### src/rtl/tcs_pkg.sv
package tcs_pkg;

  localparam int SEL_W    = 3;
  localparam int NUM_TAPS = 4;

  typedef enum logic [SEL_W-1:0] {
    SEL_OFF      = 3'b000,
    SEL_SYS      = 3'b001,
    SEL_DIV8     = 3'b010,
    SEL_DIV64    = 3'b011,
    SEL_DIV256   = 3'b100,
    SEL_DIV1024  = 3'b101,
    SEL_EXT_FALL = 3'b110,
    SEL_EXT_RISE = 3'b111
  } clkSel_e;

  typedef enum logic [1:0] {
    SRC_NONE,
    SRC_SYS,
    SRC_TAP,
    SRC_EXT
  } srcKind_e;

  // strobes from control to datapath
  typedef struct packed {
    srcKind_e                        src;
    logic [$clog2(NUM_TAPS)-1:0]     tapIdx;
    logic                            extRise;
  } tcsStrobe_t;

  // number of low prescaler bits that must all be one for a tap to fire
  function automatic int tapWidth(input int idx);
    case (idx)
      0:       return 3;
      1:       return 6;
      2:       return 8;
      default: return 10;
    endcase
  endfunction

endpackage

### src/rtl/tcs_ctrl.sv
module tcs_ctrl
  import tcs_pkg::*;
(
  input  logic [SEL_W-1:0] clkSel,
  output tcsStrobe_t       strb
);

  clkSel_e selDec;
  assign selDec = clkSel_e'(clkSel);

  always_comb begin
    strb         = '0;
    strb.src     = SRC_NONE;
    case (selDec)
      SEL_OFF:      strb.src = SRC_NONE;
      SEL_SYS:      strb.src = SRC_SYS;
      SEL_DIV8:     begin strb.src = SRC_TAP; strb.tapIdx = 2'd0; end
      SEL_DIV64:    begin strb.src = SRC_TAP; strb.tapIdx = 2'd1; end
      SEL_DIV256:   begin strb.src = SRC_TAP; strb.tapIdx = 2'd2; end
      SEL_DIV1024:  begin strb.src = SRC_TAP; strb.tapIdx = 2'd3; end
      SEL_EXT_FALL: begin strb.src = SRC_EXT; strb.extRise = 1'b0; end
      SEL_EXT_RISE: begin strb.src = SRC_EXT; strb.extRise = 1'b1; end
      default:      strb.src = SRC_NONE;
    endcase
  end

endmodule

### src/rtl/tcs_datapath.sv
module tcs_datapath
  import tcs_pkg::*;
#(
  parameter int PRE_W       = 10,
  parameter int SYNC_STAGES = 2
) (
  input  logic       clk,
  input  logic       rst,
  input  logic       extPin,
  input  logic       preClr,
  input  tcsStrobe_t strb,
  output logic       cntEn
);

  localparam int PRIME_W = $clog2(SYNC_STAGES + 1);

  // free-running prescaler
  logic [PRE_W-1:0] preCnt;

  always_ff @(posedge clk) begin
    if (rst || preClr) preCnt <= '0;
    else               preCnt <= preCnt + 1'b1;
  end

  // one tick per completed tap period, suppressed in a clearing cycle
  logic [NUM_TAPS-1:0] tapTick;

  for (genvar g = 0; g < NUM_TAPS; g++) begin : gTap
    localparam int TW = tapWidth(g);
    assign tapTick[g] = (&preCnt[TW-1:0]) & ~preClr;
  end

  // pin synchronizer: half-cycle stage, then rising-edge stages
  logic                   pinNeg;
  logic [SYNC_STAGES-1:0] syncQ;
  logic [PRIME_W-1:0]     primeCnt;
  logic                   primed;
  logic                   sNew;
  logic                   sOld;
  logic                   pinRise;
  logic                   pinFall;

  always_ff @(negedge clk) begin
    if (rst) pinNeg <= 1'b0;
    else     pinNeg <= extPin;
  end

  always_ff @(posedge clk) begin
    if (rst) syncQ <= '0;
    else     syncQ <= {syncQ[SYNC_STAGES-2:0], pinNeg};
  end

  // edge history becomes valid once real samples fill the chain
  always_ff @(posedge clk) begin
    if (rst)          primeCnt <= '0;
    else if (!primed) primeCnt <= primeCnt + 1'b1;
  end

  assign primed  = (primeCnt == PRIME_W'(SYNC_STAGES));
  assign sNew    = syncQ[SYNC_STAGES-2];
  assign sOld    = syncQ[SYNC_STAGES-1];
  assign pinRise = primed &  sNew & ~sOld;
  assign pinFall = primed & ~sNew &  sOld;

  // source mux and output register
  logic pulseNext;

  always_comb begin
    case (strb.src)
      SRC_SYS:  pulseNext = 1'b1;
      SRC_TAP:  pulseNext = tapTick[strb.tapIdx];
      SRC_EXT:  pulseNext = strb.extRise ? pinRise : pinFall;
      default:  pulseNext = 1'b0;
    endcase
  end

  always_ff @(posedge clk) begin
    if (rst) cntEn <= 1'b0;
    else     cntEn <= pulseNext;
  end

endmodule

### src/rtl/timer_clk_select.sv
module timer_clk_select
  import tcs_pkg::*;
#(
  parameter int PRE_W       = 10,
  parameter int SYNC_STAGES = 2
) (
  input  logic             clk,
  input  logic             rst,
  input  logic             extPin,
  input  logic [SEL_W-1:0] clkSel,
  input  logic             preClr,
  output logic             cntEn
);

  tcsStrobe_t strb;

  tcs_ctrl uCtrl (
    .clkSel (clkSel),
    .strb   (strb)
  );

  tcs_datapath #(
    .PRE_W       (PRE_W),
    .SYNC_STAGES (SYNC_STAGES)
  ) uDp (
    .clk    (clk),
    .rst    (rst),
    .extPin (extPin),
    .preClr (preClr),
    .strb   (strb),
    .cntEn  (cntEn)
  );

endmodule

### config.mk
export PLATFORM = sky130hd
export DESIGN_NAME = timer_clk_select
export DESIGN_NICKNAME = d
export VERILOG_FILES = /design/src/rtl/tcs_pkg.sv /design/src/rtl/tcs_ctrl.sv /design/src/rtl/tcs_datapath.sv /design/src/rtl/timer_clk_select.sv
export SDC_FILE = /design/constraint.sdc
export NUM_CORES = 1
export LEC_CHECK = 0
export BUFFER_PORTS_ARGS = -buffer_cell sky130_fd_sc_hd__clkbuf_2
export CAP_MARGIN = 30
export CORE_AREA = 2 2 39 41
export CTS_BUF_LIST = sky130_fd_sc_hd__clkbuf_2
export DETAILED_ROUTE_END_ITERATION = 16
export DIE_AREA = 0 0 41 43
export PLACE_DENSITY = 0.87
export SYNTH_ARGS = -nofsm -noshare
export SYNTH_HDL_FRONTEND = slang
export SYNTH_HIERARCHICAL = 1
export SYNTH_SLANG_ARGS = --single-unit
### constraint.sdc
create_clock -name clk -period 2.84 [get_ports clk]
set_input_delay 0.284 -clock clk [delete_from_list [all_inputs] [get_ports clk]]
set_output_delay 0.284 -clock clk [all_outputs]
set_load 0.005 [all_outputs]
==> results of run 1 <==
==> cell families after synthesis <==
| group | Yosys count | synth area share, % |
|---|---|---|
| compound gates | 11 | 9.59 |
| xor+xnor | 7 | 8.39 |
| fa+ha+maj | 3 | 5.14 |
| buf+inv | 9 | 4.62 |
| flops | 16 | 43.8 |
| mux | 1 | 1.37 |
| simple gates | 37 | 27.1 |
==> power groups by stage <==
stage / Clock (W) / Sequential (W) / Combinational [W]
6_report: 0.000106 / 0.000252 / 0.0000708
5_1_grt: 0.000120 / 0.000254 / 0.0000796
4_1_cts: 0.000111 / 0.000252 / 0.0000720
3_5_place_dp: 0.00000441 / 0.000257 / 0.0000719
3_3_place_gp: 0.00000441 / 0.000256 / 0.0000656
2_1_floorplan: 0.00000441 / 0.000255 / 0.0000540
==> layer usage <==
layer  up-vias  share of wire (%)
li1        301                  -
met3         2                1.7
met1       270                 45
met2         6                 51
met4         0                1.7
met5         -                  0
==> flip-flops by register name, indices dropped and copies added (netlist names) <==
name / flops
uDp/preCnt: 10
uDp/cntEn: 1
uDp/primeCnt: 2
uDp/pinNeg: 1
uDp/syncQ: 2
==> synthesized netlist by cell type (all sizes together) <==
cell type,count
nor4,1
and2,2
nand2b,1
or2,2
nand2,4
clkbuf,1
a211oi,1
nor2b,3
o21ai,3
a21boi,1
o22ai,2
or3,1
xor2,3
nand4,3
ha,3
nand3,5
xnor2,4
nor2,13
o32ai,1
mux2i,1
and4,1
a21oi,3
dfxtp,16
and2b,1
inv,8
==> metrics by stage <==
step	power (W)	instance area [sq um]	instances	util, %
2_1_floorplan	0.000314	731	84	-
3_3_place_gp	0.000326	782	106	56.5
3_5_place_dp	0.000334	782	106	56.5
4_1_cts	0.000435	801	110	57.9
5_1_grt	0.000454	801	110	57.9
6_report	0.000429	801	110	57.9
==> worst max path at each step <==
stage               slack (ns)  depth (start not counted)      endpoint  startpoint
CTS                       0.90                          1  uDp/syncQ[0]  uDp/pinNeg
global placement          0.81                          2    uDp/pinNeg         rst
global route              0.86                          1  uDp/syncQ[0]  uDp/pinNeg
finish                    0.89                          1  uDp/syncQ[0]  uDp/pinNeg
detailed placement        0.80                          2    uDp/pinNeg         rst
floorplan                 0.92                          1    uDp/pinNeg      extPin
==> area by class of cell <==
type | instances | area [sq um] | area share [%]
multi-input cells | 59 | 377 | 47.0
flip-flops and latches | 16 | 320 | 40.0
repair buffers | 7 | 35.0 | 4.38
inverters | 7 | 26.3 | 3.28
well taps | 16 | 20.0 | 2.50
clock buffers | 3 | 15.0 | 1.88
clock inverters | 2 | 7.51 | 0.938
==> impl_metrics.env, run 1 <==
export IMPL_die_x_um=41
export IMPL_core_sq_um=1380
export IMPL_irDropWorstVdd_uv=366
export IMPL_diodes=0
export IMPL_seq_area_frac_synth_pct=43.8
export IMPL_power_density_nw_per_um2=536
export IMPL_syn_nets=94
export IMPL_finalWirelength_um=1090
export IMPL_finalSetupViolations=0
export IMPL_grt_busiest_layer="met2"
export IMPL_firstDrtPassIters=2
export IMPL_nNetsFinal=105
export IMPL_final_cell_mix="16 x dfxtp_1, 13 x nor2_1, 10 x clkbuf_2, 8 x inv_1, 5 x nand3_1"
export IMPL_fill_cells=138
export IMPL_fin_hold_ws_ns=0.233
export IMPL_internal_power_w=0.000307
export IMPL_crit_fanout=1
export IMPL_hold_path_end="uDp/syncQ[1]"
export IMPL_maxSlewViolCount=0
export IMPL_start_util_pct=52.8
export IMPL_combPwrFrac_pct=16.5
export IMPL_hp_class="in -> reg"
export IMPL_cts_max_level=1
export IMPL_switchingPower_w=0.000122
export IMPL_r2r_start="uDp/pinNeg"
export IMPL_synth_warnings=6
export IMPL_rsz0062_at_grt="no"
export IMPL_hold_buffers=0
export IMPL_cts_tree="done"
export IMPL_power_share_switching_pct=28.5
export IMPL_seqPwrFrac_pct=58.8
export IMPL_cts_inserted_buffers=3
export IMPL_post_cts_buffers=0
export IMPL_status="completed"
export IMPL_met2_usage_pct=23.8
export IMPL_critical_path_max_stage_delay_ns=0.29
export IMPL_grt_max_degree=10
export IMPL_final_antenna_net_count=0
export IMPL_met1_usage_pct=15.7
export IMPL_via_per_inst=5.26
export IMPL_cts_sinks=16
export IMPL_antenna_found_initial=0
export IMPL_grt_first_pass_wirelength_um=1750
export IMPL_tightest_slew_ns=0.269
export IMPL_fin_tns_setup_ns=0
export IMPL_yosysTopAreaCellShare_pct=43.8
export IMPL_finalHoldViolCount=0
export IMPL_synthCells=84
export IMPL_ys_ff_latch=16
export IMPL_cp_start_kind="flop"
export IMPL_wire_per_inst_um=9.87
export IMPL_grt_usage_pct=14.6
export IMPL_dp_slack_ns=0.803
export IMPL_clkPwrFrac_pct=24.7
export IMPL_synth_area_sq_um=731
export IMPL_r2r_cells=1
export IMPL_hp_start="rst"
export IMPL_cts_root_buffer="clkbuf_2"
export IMPL_yosysTopAreaCell="dfxtp_1"
export IMPL_whs_path_depth=2
export IMPL_die_area_sq_um=1760
export IMPL_syn_avg_cell_area_sq_um=8.70
export IMPL_post_cts_resized=0
export IMPL_synth_cell_types=27
export IMPL_path_delay_family="flip-flops"
export IMPL_first_iter_violations=5
export IMPL_clockBufferDepth=2
export IMPL_place_hpwl_um=876
export IMPL_crit_arrival_ns=2.15
export IMPL_crit_required_ns=3.04
export IMPL_layout_commonest_cell="dfxtp_1"
export IMPL_r2r_end="uDp/syncQ[0]"
export IMPL_crit_buf_inv=0
export IMPL_critPathKind="reg -> reg"
export IMPL_cpMaxStageDelayCell="dfxtp_1"
export IMPL_finClkSkew_ns=0.0401
export IMPL_crit_chain="nor2b_1"
export IMPL_rrSetupSlack_ns=0.89
export IMPL_rows=14
export IMPL_overflow=0
export IMPL_worst_setup_path_end_kind="flop"
export IMPL_numPortBuffers=7
export IMPL_vias=579
export IMPL_met3_usage_pct=3.14
export IMPL_synth_area_leaders="dfxtp_1 44%, nor2_1 6.7%, ha_1 5.1%"
export IMPL_fin_ws_ns=0.890
export IMPL_io_pins=8
export IMPL_die_h_um=43
export IMPL_gp_congestion=0.718
export IMPL_leakagePower_nw=0.312
export IMPL_synthToLayoutAreaGrowth_pct=9.59
export IMPL_route_detailed_drc=0
export IMPL_relSlewSlack_pct=81.9
export IMPL_cts_clk_slew_worst_paths_ns=0.15
export IMPL_layout_drive_gt1_share_pct=17.0
export IMPL_clk_insertion_delay_late_ns=0.33
export IMPL_grt_pass1_vias=507
export IMPL_drv_cap=0
Power figures use the tool's default switching activity.
==> inputs of run 2 (changes only) <==
- ABC_AREA: default -> 1
- CORE_AREA: 2 2 39 41 -> default
- CORE_UTILIZATION: default -> 58
- DIE_AREA: 0 0 41 43 -> default
- PLACE_DENSITY: 0.87 -> 0.91
- clock period: 2.84 -> 2 ns (I/O delays scaled with it)
==> impl_metrics.env, run 2 <==
export IMPL_tightest_slew_ns=0.347
export IMPL_firstDrtPassIters=4
export IMPL_yosys_mux_area_fraction_pct=0
export IMPL_wire_per_inst_um=10.1
export IMPL_regMostFlops="uDp/preCnt"
export IMPL_drv_cap=0
export IMPL_ys_ff_latch=16
export IMPL_post_cts_resized=0
export IMPL_synthToLayoutAreaGrowth_pct=9.42
export IMPL_rows=12
export IMPL_start_util_pct=65.5
export IMPL_relSlewSlack_pct=76.8
export IMPL_vias=650
export IMPL_synth_simple_gate_area_share_pct=30.4
export IMPL_grt_max_degree=10
export IMPL_layout_drive_gt1_share_pct=17.7
export IMPL_first_iter_violations=13
export IMPL_die_h_um=38.1
export IMPL_numPortBuffers=7
export IMPL_hold_buffers=0
export IMPL_syn_avg_cell_area_sq_um=7.42
export IMPL_synth_cell_types=18
export IMPL_diodes=0
export IMPL_io_pins=8
export IMPL_cts_inserted_buffers=3
export IMPL_yosysMostFrequentCell="inv_1"
export IMPL_final_antenna_net_count=0
export IMPL_cts_tree="done"
export IMPL_synth_area_leaders="dfxtp_1 42%, inv_1 10%, nand2_1 8.4%"
export IMPL_synthCells=102
export IMPL_seq_area_frac_synth_pct=42.3
export IMPL_finClkSkew_ns=0.0448
export IMPL_maxSlewViolCount=0
export IMPL_power_density_nw_per_um2=707
export IMPL_rsz0062_at_grt="no"
export IMPL_synthAdderAreaFrac_pct=4.96
export IMPL_synth_area_sq_um=757
export IMPL_fin_tns_setup_ns=0
export IMPL_post_cts_buffers=0
export IMPL_cts_clk_slew_worst_paths_ns=0.15
export IMPL_via_per_inst=5.12
export IMPL_irDropWorstVdd_uv=507
export IMPL_crit_required_ns=2.21
export IMPL_cts_root_buffer="clkbuf_2"
export IMPL_synth_edf_count=0
export IMPL_synth_compound_area_share_pct=9.59
export IMPL_crit_arrival_ns=1.71
export IMPL_synthArstFlopShare_pct=0
export IMPL_synthFlopType="dfxtp_1"
export IMPL_route_detailed_drc=0
export IMPL_cts_max_level=1
export IMPL_finalWirelength_um=1280
export IMPL_core_sq_um=1160
export IMPL_cts_sinks=16
export IMPL_fill_cells=88
export IMPL_synth_top_family_by_area="simple AND/OR/NAND/NOR gates"
export IMPL_ff_latch_area_sq_um=320
export IMPL_status="completed"
export IMPL_gp_congestion=0.763
export IMPL_yosysTopAreaCellShare_pct=42.3
export IMPL_cp_start_kind="flop"
export IMPL_largest_reg_flops=10
export IMPL_p_total_w=0.000585
export IMPL_synth_warnings=6
export IMPL_clk_insertion_delay_late_ns=0.34
export IMPL_die_x_um=38.1
export IMPL_yosysTopAreaCell="dfxtp_1"
export IMPL_grt_usage_pct=21.9
export IMPL_antenna_found_initial=0
export IMPL_layout_commonest_cell="inv_1"
export IMPL_hp_class="in -> reg"
export IMPL_finalSetupViolations=0
export IMPL_grt_pass1_vias=567
export IMPL_place_hpwl_um=998
export IMPL_final_cell_mix="21 x inv_1, 17 x nand2_1, 16 x dfxtp_1, 13 x nor2_1, 10 x clkbuf_2"
export IMPL_reg_top3="uDp/preCnt x10, uDp/primeCnt x2, uDp/syncQ x2"
export IMPL_worst_setup_path_end_kind="flop"
export IMPL_leakagePower_nw=0.359
export IMPL_clockBufferDepth=2
export IMPL_die_area_sq_um=1450
export IMPL_critPathKind="reg -> reg"
export IMPL_finalHoldViolCount=0
export IMPL_syn_nets=112
export IMPL_nNetsFinal=124
export IMPL_synth_common_cells="21 x inv_1, 17 x nand2_1, 16 x dfxtp_1, 13 x nor2_1"
export IMPL_multiInputGateArea_sq_um=358
export IMPL_grt_first_pass_wirelength_um=2110
export IMPL_crit_fanout=1
export IMPL_synthXorXnorAreaFrac_pct=2.31
export IMPL_overflow=0
-- run 2: critical path: stages, from the launching register on --
cell,delay [ns]
dfxtp_1,0.29
inv_1,0.05
nor2_1,0.03
-- run 2: final timing paths --
check,start,to,slack [ns],cells past startpoint
worst max-delay path,uDp/pinNeg,uDp/syncQ[0],0.50,2
worst min-delay path,rst,uDp/cntEn,0.14,2
worst max register to register,uDp/pinNeg,uDp/syncQ[0],0.50,2
worst min register to register,uDp/preCnt[0],uDp/preCnt[0],0.46,1
-- run 2: cells by family after synthesis --
kind of cell / count (synthesis)
simple gates: 47
flops: 16
compound gates: 13
buf+inv: 21
xor+xnor: 2
fa+ha+maj: 3
-- run 2: report_power, final --
part	leakage (nW)	switching (W)	internal (W)
clock network	0.0220	0.000108	0.0000471
registers	0.130	0.00000937	0.000338
logic	0.207	0.0000501	0.0000327
-- run 2: metrics by stage --
stage | cell area [sq um] | std cells | hold slack, ns | worst slack (ns) | util [%]
6_report | 828 | 127 | 0.145 | 0.500 | 71.6
5_1_grt | 828 | 127 | 0.126 | 0.441 | 71.6
4_1_cts | 828 | 127 | 0.118 | 0.498 | 71.6
3_5_place_dp | 810 | 123 | 0.439 | 0.449 | 70.0
3_3_place_gp | 810 | 123 | 0.429 | 0.466 | 70.0
2_1_floorplan | 757 | 102 | 0.262 | 0.554 | -
-- run 2: layout make-up --
cell class | count | share of cell area (%)
Sequential cell | 16 | 38.7
Clock buffer | 3 | 1.81
Timing Repair Buffer | 7 | 4.23
Multi-Input combinational cell | 65 | 43.2
Inverter | 20 | 9.06
Tap cell | 14 | 2.11
Clock inverter | 2 | 0.906
-- run 2: metal layers --
layer | vias to the layer above | track usage [%] | share of wire (%)
li1 | 342 | - | -
met1 | 298 | 24.3 | 44
met2 | 8 | 37.3 | 51
met3 | 2 | 8.72 | 3.7
met4 | 0 | 8.04 | 1.1
met5 | - | 0 | 0
